--- src/rtl/spi_tgen_pkg.sv ---
package spi_tgen_pkg;

    localparam int DIV_W = 4;
    localparam int DLY_W = 8;
    localparam int CS_W  = 4;
    // Longest state: an 8-bit delay plus two half periods plus three.
    localparam int TMR_W = ((DLY_W > DIV_W + 1) ? DLY_W : DIV_W + 1) + 2;
    localparam int KEY_W = CS_W + 1;

    typedef logic [TMR_W-1:0] tmr_t;

    typedef struct packed {
        logic             cpol;
        logic             cpha;
        logic [DIV_W-1:0] div;
        logic [CS_W-1:0]  cs_sel;
        logic             cs_dec;
        logic [DLY_W-1:0] d_setup;
        logic [DLY_W-1:0] d_hold;
        logic [DLY_W-1:0] d_switch;
        logic [DLY_W-1:0] d_gap;
    } tgen_cfg_t;

    typedef enum logic [2:0] {
        ST_IDLE,
        ST_SWITCH,
        ST_SETUP,
        ST_RUN,
        ST_HOLD,
        ST_GAP
    } tgen_state_t;

    // Reference clocks per serial clock half period.
    function automatic tmr_t half_len(input logic [DIV_W-1:0] d);
        return tmr_t'(d) + tmr_t'(1);
    endfunction

    // Hold after last edge: programmed + one serial period + 3.
    function automatic tmr_t hold_len(input tgen_cfg_t c);
        return tmr_t'(c.d_hold) + (half_len(c.div) << 1) + tmr_t'(3);
    endfunction

    // Release time before idle: programmed + one serial period
    // (the idle cycle itself supplies the extra reference clock).
    function automatic tmr_t gap_len(input tgen_cfg_t c);
        return tmr_t'(c.d_gap) + (half_len(c.div) << 1);
    endfunction

    function automatic logic [KEY_W-1:0] dev_key(input tgen_cfg_t c);
        return {c.cs_dec, c.cs_sel};
    endfunction

endpackage

--- src/rtl/spi_tgen_cfg.sv ---
module spi_tgen_cfg
    import spi_tgen_pkg::*;
(
    input  logic      clk,
    input  logic      rst,
    input  logic      enable,
    input  logic      accept,
    input  logic      at_idle,
    input  tgen_cfg_t cfg_in,
    output tgen_cfg_t eff
);

    tgen_cfg_t shadow_q;
    tgen_cfg_t work_q;

    always_ff @(posedge clk) begin
        if (rst) begin
            shadow_q <= '0;
            work_q   <= '0;
        end else begin
            if (!enable) begin
                shadow_q <= cfg_in;
            end
            if (accept) begin
                work_q <= shadow_q;
            end
        end
    end

    // In idle the sequencer sees the live shadow (resting level, accept
    // decision); afterwards it sees the copy frozen for the transfer.
    always_comb begin
        eff = at_idle ? shadow_q : work_q;
    end

endmodule

--- src/rtl/spi_tgen_seq.sv ---
module spi_tgen_seq
    import spi_tgen_pkg::*;
#(
    parameter int LEN_W = 8
) (
    input  logic             clk,
    input  logic             rst,
    input  logic             enable,
    input  logic             xfer_req,
    input  logic [LEN_W-1:0] xfer_len,
    input  tgen_cfg_t        eff,
    output logic             accept,
    output tgen_state_t      state,
    output logic             sclk,
    output logic             sample_stb,
    output logic             shift_stb
);

    localparam int EDGE_W = LEN_W + 1;
    localparam logic [EDGE_W-1:0] LAST_EDGE = EDGE_W'(1);

    tgen_state_t        state_q;
    tmr_t               cnt_q;
    logic [EDGE_W-1:0]  edges_q;
    logic               sclk_q;
    logic               samp_q;
    logic               shft_q;
    logic               have_last_q;
    logic [KEY_W-1:0]   last_key_q;

    logic toggle;
    logic leading;
    logic switch_needed;
    logic cnt_done;

    always_comb begin
        cnt_done      = (cnt_q == '0);
        accept        = (state_q == ST_IDLE) && enable && xfer_req
                        && (xfer_len != '0);
        switch_needed = have_last_q && (dev_key(eff) != last_key_q)
                        && (eff.d_switch != '0);
        toggle        = cnt_done && ((state_q == ST_SETUP) || (state_q == ST_RUN));
        leading       = (sclk_q == eff.cpol);
    end

    always_ff @(posedge clk) begin
        if (rst) begin
            state_q     <= ST_IDLE;
            cnt_q       <= '0;
            edges_q     <= '0;
            sclk_q      <= 1'b0;
            samp_q      <= 1'b0;
            shft_q      <= 1'b0;
            have_last_q <= 1'b0;
            last_key_q  <= '0;
        end else begin
            samp_q <= toggle & (leading ^ eff.cpha);
            shft_q <= toggle & ~(leading ^ eff.cpha);
            if (toggle) begin
                sclk_q <= ~sclk_q;
            end
            unique case (state_q)
                ST_IDLE: begin
                    sclk_q <= eff.cpol;
                    if (accept) begin
                        have_last_q <= 1'b1;
                        last_key_q  <= dev_key(eff);
                        edges_q     <= {xfer_len, 1'b0};
                        if (switch_needed) begin
                            state_q <= ST_SWITCH;
                            cnt_q   <= tmr_t'(eff.d_switch) - tmr_t'(1);
                        end else begin
                            state_q <= ST_SETUP;
                            cnt_q   <= tmr_t'(eff.d_setup);
                        end
                    end
                end
                ST_SWITCH: begin
                    if (cnt_done) begin
                        state_q <= ST_SETUP;
                        cnt_q   <= tmr_t'(eff.d_setup);
                    end else begin
                        cnt_q <= cnt_q - tmr_t'(1);
                    end
                end
                ST_SETUP: begin
                    if (cnt_done) begin
                        state_q <= ST_RUN;
                        cnt_q   <= half_len(eff.div) - tmr_t'(1);
                        edges_q <= edges_q - LAST_EDGE;
                    end else begin
                        cnt_q <= cnt_q - tmr_t'(1);
                    end
                end
                ST_RUN: begin
                    if (cnt_done) begin
                        if (edges_q == LAST_EDGE) begin
                            state_q <= ST_HOLD;
                            cnt_q   <= hold_len(eff) - tmr_t'(1);
                            edges_q <= '0;
                        end else begin
                            cnt_q   <= half_len(eff.div) - tmr_t'(1);
                            edges_q <= edges_q - LAST_EDGE;
                        end
                    end else begin
                        cnt_q <= cnt_q - tmr_t'(1);
                    end
                end
                ST_HOLD: begin
                    if (cnt_done) begin
                        state_q <= ST_GAP;
                        cnt_q   <= gap_len(eff) - tmr_t'(1);
                    end else begin
                        cnt_q <= cnt_q - tmr_t'(1);
                    end
                end
                ST_GAP: begin
                    if (cnt_done) begin
                        state_q <= ST_IDLE;
                    end else begin
                        cnt_q <= cnt_q - tmr_t'(1);
                    end
                end
                default: state_q <= ST_IDLE;
            endcase
        end
    end

    assign state      = state_q;
    assign sclk       = sclk_q;
    assign sample_stb = samp_q;
    assign shift_stb  = shft_q;

endmodule

--- src/rtl/spi_tgen_cs.sv ---
module spi_tgen_cs
    import spi_tgen_pkg::*;
(
    input  tgen_state_t     state,
    input  logic [CS_W-1:0] sel,
    output logic [CS_W-1:0] cs_n,
    output logic            busy,
    output logic            idle
);

    logic cs_on;

    always_comb begin
        cs_on = (state == ST_SETUP) || (state == ST_RUN) || (state == ST_HOLD);
        busy  = cs_on || (state == ST_SWITCH);
        idle  = (state == ST_IDLE);
    end

    for (genvar i = 0; i < CS_W; i++) begin : g_line
        assign cs_n[i] = ~cs_on | sel[i];
    end

endmodule

--- src/rtl/spi_tgen.sv ---
module spi_tgen
    import spi_tgen_pkg::*;
#(
    parameter int LEN_W = 8
) (
    input  logic             clk,
    input  logic             rst,
    input  logic             enable,
    input  logic             cpol,
    input  logic             cpha,
    input  logic [DIV_W-1:0] baud_div,
    input  logic [CS_W-1:0]  cs_sel,
    input  logic             cs_decode,
    input  logic [DLY_W-1:0] dly_setup,
    input  logic [DLY_W-1:0] dly_hold,
    input  logic [DLY_W-1:0] dly_switch,
    input  logic [DLY_W-1:0] dly_gap,
    input  logic             xfer_req,
    input  logic [LEN_W-1:0] xfer_len,
    output logic             sclk,
    output logic [CS_W-1:0]  cs_n,
    output logic             sample_stb,
    output logic             shift_stb,
    output logic             busy,
    output logic             idle
);

    tgen_cfg_t   cfg_in;
    tgen_cfg_t   eff;
    tgen_state_t state;
    logic        accept;
    logic        at_idle;

    always_comb begin
        cfg_in.cpol     = cpol;
        cfg_in.cpha     = cpha;
        cfg_in.div      = baud_div;
        cfg_in.cs_sel   = cs_sel;
        cfg_in.cs_dec   = cs_decode;
        cfg_in.d_setup  = dly_setup;
        cfg_in.d_hold   = dly_hold;
        cfg_in.d_switch = dly_switch;
        cfg_in.d_gap    = dly_gap;
        at_idle         = (state == ST_IDLE);
    end

    spi_tgen_cfg u_cfg (
        .clk     (clk),
        .rst     (rst),
        .enable  (enable),
        .accept  (accept),
        .at_idle (at_idle),
        .cfg_in  (cfg_in),
        .eff     (eff)
    );

    spi_tgen_seq #(.LEN_W(LEN_W)) u_seq (
        .clk        (clk),
        .rst        (rst),
        .enable     (enable),
        .xfer_req   (xfer_req),
        .xfer_len   (xfer_len),
        .eff        (eff),
        .accept     (accept),
        .state      (state),
        .sclk       (sclk),
        .sample_stb (sample_stb),
        .shift_stb  (shift_stb)
    );

    spi_tgen_cs u_cs (
        .state (state),
        .sel   (eff.cs_sel),
        .cs_n  (cs_n),
        .busy  (busy),
        .idle  (idle)
    );

endmodule

--- config.mk ---
export PLATFORM = sky130hd
export DESIGN_NAME = spi_tgen
export DESIGN_NICKNAME = d
export VERILOG_FILES = /design/src/rtl/spi_tgen_pkg.sv /design/src/rtl/spi_tgen_cfg.sv /design/src/rtl/spi_tgen_seq.sv /design/src/rtl/spi_tgen_cs.sv /design/src/rtl/spi_tgen.sv
export SDC_FILE = /design/constraint.sdc
export NUM_CORES = 1
export LEC_CHECK = 0
export CAP_MARGIN = 20
export CORE_MARGIN = 4
export CORE_UTILIZATION = 36
export DETAILED_ROUTE_END_ITERATION = 16
export SLEW_MARGIN = 20
export SYNTH_ARGS = -nofsm -noshare
export SYNTH_HDL_FRONTEND = slang
export SYNTH_SLANG_ARGS = --single-unit
--- constraint.sdc ---
create_clock -name clk -period 4.04 [get_ports clk]
set_input_delay 0.606 -clock clk [delete_from_list [all_inputs] [get_ports clk]]
set_output_delay 0.606 -clock clk [all_outputs]
set_load 0.005 [all_outputs]
==> flow_metrics.env, run 1 <==
export IMPL_synth_common_cells="145 x nand2_1, 117 x dfxtp_1, 94 x a21oi_1"
export IMPL_power_frac_seq=0.246
export IMPL_synth_top_family_by_area="simple AND/OR/NAND/NOR gates"
export IMPL_vias_per_cell=5.36
export IMPL_status="completed"
export IMPL_post_cts_buffers=0
export IMPL_grt_max_degree=66
export IMPL_synth_cell_types=72
export IMPL_synthToLayoutAreaGrowth_pct=20.6
export IMPL_cts_tree="built"
export IMPL_p_total_mw=5.76
export IMPL_fillers=1955
export IMPL_totalWireLength_um=19500
export IMPL_syn_num_nets=999
export IMPL_cp_slowest_cell="or3_4"
export IMPL_rsz0062_at_grt="no"
export IMPL_synthMuxAreaShare=0.0962
export IMPL_rows=51
export IMPL_path_class="flip-flop to flip-flop"
export IMPL_hold_ws_ps=452
export IMPL_insertion_delay_ps=420
export IMPL_cp_start_kind="flip-flop"
export IMPL_io_pins=64
export IMPL_ys_async_sr_fraction=0
export IMPL_utilization=0.441
export IMPL_die_y_um=149
export IMPL_swShare=0.421
export IMPL_initial_core_util=0.366
export IMPL_clk_pin_slew_worst_paths_ps=60
export IMPL_layout_min_cycle_time_ps=3770
export IMPL_drc_errors=0
export IMPL_synth_ff_type="dfxtp_1"
export IMPL_maxSlewViolCount=0
export IMPL_critical_path_buf_inv_count=3
export IMPL_path_max_fanout=6
export IMPL_die_w_um=149
export IMPL_drt_pass1_iterations=5
export IMPL_final_layout_size_suffix_gt1_frac=0.0768
export IMPL_fin_ws_ps=274
export IMPL_ys_ff_latch=117
export IMPL_vias=6585
export IMPL_hold_class="flip-flop to flip-flop"
export IMPL_place_ws_ps=155
export IMPL_globalRouteOverflowTotal=0
export IMPL_clock_sinks=117
export IMPL_yosysWarnings=0
export IMPL_place_area_sq_mm=0.00799
export IMPL_crit_family="compound AO/OA/AOI/OAI gates"
export IMPL_ir_worst_vdd_uv=289
export IMPL_htreeDepth=4
export IMPL_place_hpwl_um=13900
export IMPL_nNetsFinal=1038
export IMPL_post_drt_wl_per_cell_um=15.9
export IMPL_antennaDiodeCount=0
export IMPL_synthTopCellsByArea="dfxtp_1 33%, mux2i_1 9.1%, nand2_1 7.7%"
export IMPL_synth_edff_count=0
export IMPL_finalSetupViolCount=0
export IMPL_drt_iter0_drc=411
export IMPL_required_ps=4350
export IMPL_clkPwrFrac=0.256
export IMPL_power_frac_comb=0.498
export IMPL_grt_pass1_vias=6215
export IMPL_finalInstanceArea_sq_mm=0.00858
export IMPL_synth_fa_ha_area_frac=0.0584
export IMPL_tightest_slew_ps=954
export IMPL_crit_chain="or3_4 > inv_6 > mux2_2 > ha_1 > xnor2_2 > inv_1 > ha_1 > inv_2 > ha_4 > nor2b_1 > o31a_1 > o21ai_1 > nand2b_1 > xnor2_1 > o21ai_1 > a31oi_1 > a311o_1"
export IMPL_die_area_sq_mm=0.0221
export IMPL_multi_input_area_sq_mm=0.00443
export IMPL_p_leak_nw=3.35
export IMPL_syn_area_sq_mm=0.00711
export IMPL_clk_path_buf_depth=2
export IMPL_synth_avg_cell_area_sq_um=7.80
export IMPL_crit_path_end_kind="flip-flop"
export IMPL_drtAntennaViolNets=0
export IMPL_cts_buffers=17
export IMPL_root_buffer="clkbuf_16"
export IMPL_cp_arrival_ps=4070
export IMPL_synthXorXnorAreaFrac=0.0443
export IMPL_final_hold_viol_count=0
export IMPL_synth_compound_area_frac=0.204
export IMPL_slew_headroom=0.364
export IMPL_fin_crit_sh=0.932
export IMPL_power_per_cell_area_mw_per_mm2=671
export IMPL_synthMostInstantiatedCell="nand2_1"
export IMPL_synth_seq_area_share=0.329
export IMPL_yosys_area_share_simple=0.212
export IMPL_core_sq_mm=0.0195
export IMPL_io_buffers=63
export IMPL_clock_skew_ps=4.00
export IMPL_grt_use_total=0.182
export IMPL_seq_area_sq_mm=0.00234
export IMPL_yosysTopAreaCell="dfxtp_1"
export IMPL_antenna_found_initial=0
export IMPL_power_switching_mw=2.43
export IMPL_syn_instance_count=912
export IMPL_slowest_delay_ps=420
export IMPL_synth_top_cell_area_share=0.329
export IMPL_internal_power_mw=3.33
export IMPL_grt_pass1_wl_um=32100
export IMPL_cap_viol_max_count=0
export IMPL_fmax_mhz=266
export IMPL_gp_congestion=0.923
cell families (layout without fill, tap and decap cells):
kind of cell | Yosys count | in the layout
buffers and inverters | 95 | 146
AND/OR/NAND/NOR | 335 | 335
adder cells (fa/ha/maj) | 32 | 32
flip-flops | 117 | 117
multiplexers | 68 | 68
AO/OA/AOI/OAI | 229 | 229
XOR/XNOR | 36 | 36
power groups by stage:
stage          Clock, mW  Sequential (mW)  Combinational (mW)
6_report            1.48             1.41                2.87
2_1_floorplan          0             1.39                2.09
3_3_place_gp           0             1.43                2.81
5_1_grt             1.56             1.43                3.18
3_5_place_dp           0             1.43                2.81
4_1_cts             1.51             1.41                2.83
metal layers:
layer / vias up / wire [um] / part of all wire / global-route usage
met4: 0 / 340 / 0.017 / 0.0619
met5: - / 0 / 0 / 0
met3: 26 / 1090 / 0.056 / 0.0436
met2: 175 / 8950 / 0.46 / 0.283
li1: 3293 / - / - / -
met1: 3091 / 9140 / 0.47 / 0.249
layout make-up:
type / instances / share of cell area
well taps: 265 / 0.0387
clock inverters: 12 / 0.0153
repair buffers: 83 / 0.0901
inverters: 32 / 0.0146
clock buffers: 19 / 0.0516
flip-flops and latches: 117 / 0.273
multi-input cells: 700 / 0.517
repair_timing:
item,CTS,global route
setup endpoints to repair,0,4
gates resized for setup,0,5
hold endpoints to repair,0,0
hold buffers,0,0
cells in the final DEF, fill, tap and decap left out, types with 8 or more instances in the layout:
cell / n
a211oi_1: 24
a21oi_1: 92
buf_4: 21
clkbuf_16: 17
clkdlybuf4s50_1: 61
dfxtp_1: 117
ha_1: 29
inv_1: 29
mux2i_1: 65
nand2_1: 145
nand2b_1: 8
nand3_1: 15
nor2_1: 93
nor3_1: 21
o21ai_0: 32
xnor2_1: 19
xor2_1: 16
per-stage QoR:
step / setup TNS (ps) / std cells
after floorplan: -20.7 / 912
after global placement: 0 / 1197
after detailed placement: 0 / 1197
after CTS: 0 / 1228
after global routing: 0 / 1228
final: 0 / 1228
worst reg2reg max path: cells and delay by family, from the launching register on:
| kind | cells | cell delay, ps |
|---|---|---|
| compound gates | 5 | 970 |
| xor+xnor | 2 | 350 |
| fa+ha+maj | 3 | 750 |
| buf+inv | 3 | 240 |
| flops | 1 | 310 |
| mux | 1 | 390 |
| simple gates | 3 | 650 |
sequential cells by signal (all words and copies together), names as in the netlist:
signal	count
u_cfg.shadow_q	43
u_cfg.work_q	43
u_seq.cnt_q	10
u_seq.edges_q	9
u_seq.have_last_q	1
u_seq.last_key_q	5
u_seq.sample_stb	1
u_seq.sclk	1
u_seq.shift_stb	1
u_seq.state	3
worst paths after layout:
check	from	endpoint	slack, ps	cells past startpoint
min reg2reg	u_cfg.work_q[6]$_SDFFE_PP0P_	u_cfg.work_q[6]$_SDFFE_PP0P_	450	2
max reg2reg	u_seq.state[0]$_SDFFE_PP0P_	u_seq.cnt_q[7]$_SDFFE_PP0P_	270	17
max	u_seq.state[0]$_SDFFE_PP0P_	u_seq.cnt_q[7]$_SDFFE_PP0P_	270	17
min	u_cfg.work_q[6]$_SDFFE_PP0P_	u_cfg.work_q[6]$_SDFFE_PP0P_	450	2
(Power assumes the default switching activity.)
==> run 2, diff against run 1 <==
==> constraint.sdc (replaced) <==
create_clock -name clk -period 4.04 [get_ports clk]
set_input_delay 0.606 -clock clk [delete_from_list [all_inputs] [get_ports clk]]
set_output_delay 0.606 -clock clk [all_outputs]
set_load 0.02 [all_outputs]
==> flow_metrics.env, run 2 (synthesis gave the netlist of run 1 again) <==
export IMPL_io_pins=64
export IMPL_synthToLayoutAreaGrowth_pct=20.7
export IMPL_drt_pass1_iterations=7
export IMPL_totalWireLength_um=19500
export IMPL_maxSlewViolCount=0
export IMPL_rsz0062_at_grt="no"
export IMPL_tns_ps=0
export IMPL_nNetsFinal=1038
export IMPL_gp_congestion=0.910
export IMPL_crit_path_end_kind="output port"
export IMPL_startpoint="u_seq.state[2]$_SDFFE_PP0P_"
export IMPL_hold_class="flip-flop to flip-flop"
export IMPL_place_ws_ps=129
export IMPL_tightest_slew_ps=1030
export IMPL_finalSetupViolCount=0
export IMPL_clk_pin_slew_worst_paths_ps=60
export IMPL_p_leak_nw=3.36
export IMPL_mostFrequentLayoutCell="nand2_1"
export IMPL_slew_headroom=0.309
export IMPL_die_area_sq_mm=0.0221
export IMPL_endpoint="cs_n[1]"
export IMPL_fin_crit_sh=0.951
export IMPL_reg2reg_depth=17
export IMPL_grt_pass1_vias=6095
export IMPL_layout_min_cycle_time_ps=3840
export IMPL_r2r_end="u_seq.cnt_q[7]$_SDFFE_PP0P_"
export IMPL_cap_viol_max_count=0
export IMPL_cp_slowest_cell="clkdlybuf4s50_1"
export IMPL_antenna_found_initial=0
export IMPL_post_drt_wl_per_cell_um=15.9
export IMPL_required_ps=3430
export IMPL_antennaDiodeCount=0
export IMPL_ir_worst_vdd_uv=342
export IMPL_insertion_delay_ps=430
export IMPL_cts_tree="built"
export IMPL_core_sq_mm=0.0195
export IMPL_place_hpwl_um=14000
export IMPL_grt_use_total=0.179
export IMPL_rr_startpoint="u_seq.state[0]$_SDFFE_PP0P_"
export IMPL_fmax_mhz=260
export IMPL_vias=6530
export IMPL_io_buffers=63
export IMPL_initial_core_util=0.366
export IMPL_path_max_fanout=32
export IMPL_cts_buffers=17
export IMPL_cp_start_kind="flip-flop"
export IMPL_layout_common_cells="145 x nand2_1, 117 x dfxtp_1, 93 x nor2_1"
export IMPL_die_y_um=149
export IMPL_path_class="flip-flop to output port"
export IMPL_r2r_setup_slack_ps=310
export IMPL_dp_cells=1197
export IMPL_fillers=1961
export IMPL_top_regs="u_cfg.shadow_q x43, u_cfg.work_q x43, u_seq.cnt_q x10"
export IMPL_die_w_um=149
export IMPL_drc_errors=0
export IMPL_clk_path_buf_depth=2
export IMPL_grt_max_degree=67
export IMPL_grt_pass1_wl_um=31900
export IMPL_htreeDepth=4
export IMPL_p_total_mw=5.78
export IMPL_globalRouteOverflowTotal=0
export IMPL_drtAntennaViolNets=0
export IMPL_post_cts_buffers=0
export IMPL_crit_chain="buf_4 > clkinv_1 > ha_1 > inv_1 > o21a_1 > o22a_1 > clkdlybuf4s50_1"
export IMPL_vias_per_cell=5.31
export IMPL_stdcell_count=1229
export IMPL_final_hold_viol_count=0
export IMPL_fin_ws_ps=200
export IMPL_clock_skew_ps=12.5
export IMPL_slowest_delay_ps=600
export IMPL_power_per_cell_area_mw_per_mm2=673
export IMPL_status="completed"
export IMPL_clock_sinks=117
export IMPL_final_layout_size_suffix_gt1_frac=0.0778
export IMPL_cp_arrival_ps=3230
export IMPL_rows=51
export IMPL_root_buffer="clkbuf_16"
export IMPL_holdBufCountCts=0
export IMPL_drt_iter0_drc=465
run 2: changes by cell type in the layout (fill, tap and decap cells not counted), moves of 2 or more:
cell        change
inv_6           +3
clkinv_4        +2
inv_8           +2
clkinv_2        -2
clkinvlp_4      -2
run 2: worst min path at each step:
stage | start | endpoint | slack (ps) | cells after the start
5_1_grt | u_cfg.work_q[19]$_SDFFE_PP0P_ | u_cfg.work_q[19]$_SDFFE_PP0P_ | 470 | 2
3_3_place_gp | u_cfg.work_q[1]$_SDFFE_PP0P_ | u_cfg.work_q[1]$_SDFFE_PP0P_ | 440 | 2
6_report | u_cfg.work_q[6]$_SDFFE_PP0P_ | u_cfg.work_q[6]$_SDFFE_PP0P_ | 450 | 2
3_5_place_dp | u_cfg.shadow_q[23]$_SDFFE_PP0N_ | u_cfg.work_q[23]$_SDFFE_PP0P_ | 450 | 2
2_1_floorplan | u_cfg.shadow_q[16]$_SDFFE_PP0N_ | u_cfg.work_q[16]$_SDFFE_PP0P_ | 430 | 2
4_1_cts | u_cfg.shadow_q[23]$_SDFFE_PP0N_ | u_cfg.work_q[23]$_SDFFE_PP0P_ | 450 | 2
run 2: cell type report:
| type | instances | area [sq um] | share of cell area |
|---|---|---|---|
| inverters | 32 | 125 | 0.0146 |
| multi-input cells | 700 | 4440 | 0.516 |
| clock buffers | 18 | 439 | 0.0511 |
| well taps | 265 | 332 | 0.0386 |
| repair buffers | 83 | 773 | 0.0900 |
| flip-flops and latches | 117 | 2340 | 0.273 |
| clock inverters | 14 | 143 | 0.0166 |
run 2: repair_timing:
action,CTS,global route
setup endpoints to repair,0,5
hold endpoints to repair,0,0
resized for setup,0,5
run 2: report_power, final:
group | internal, mW | total [mW] | switching (mW)
Clock | 0.880 | 1.49 | 0.609
Combinational | 1.12 | 2.88 | 1.76
Sequential | 1.28 | 1.41 | 0.130
Total | 3.29 | 5.78 | 2.50
run 2: metal layers:
metal / up-vias / part of all wire / wire length, um / global-route usage
met2: 173 / 0.45 / 8810 / 0.279
met5: - / 0 / 0 / 0
li1: 3292 / - / - / -
met1: 3042 / 0.48 / 9370 / 0.246
met3: 23 / 0.056 / 1100 / 0.0445
met4: 0 / 0.013 / 256 / 0.0545
run 2: metrics by stage:
step | hold WS, ps | area, sq um | util
finish | 451 | 8590 | 0.441
CTS | 453 | 8570 | 0.440
detailed placement | 446 | 7990 | 0.410
floorplan | 432 | 7170 | -
global route | 474 | 8590 | 0.441
global placement | 441 | 7990 | 0.410
run 2: worst max-delay path: cells and delay by family (launching register included):
kind	cells	cell delay (ps)
AO/OA/AOI/OAI	2	420
adder cells (fa/ha/maj)	1	440
flip-flops	1	320
buffers and inverters	4	1600
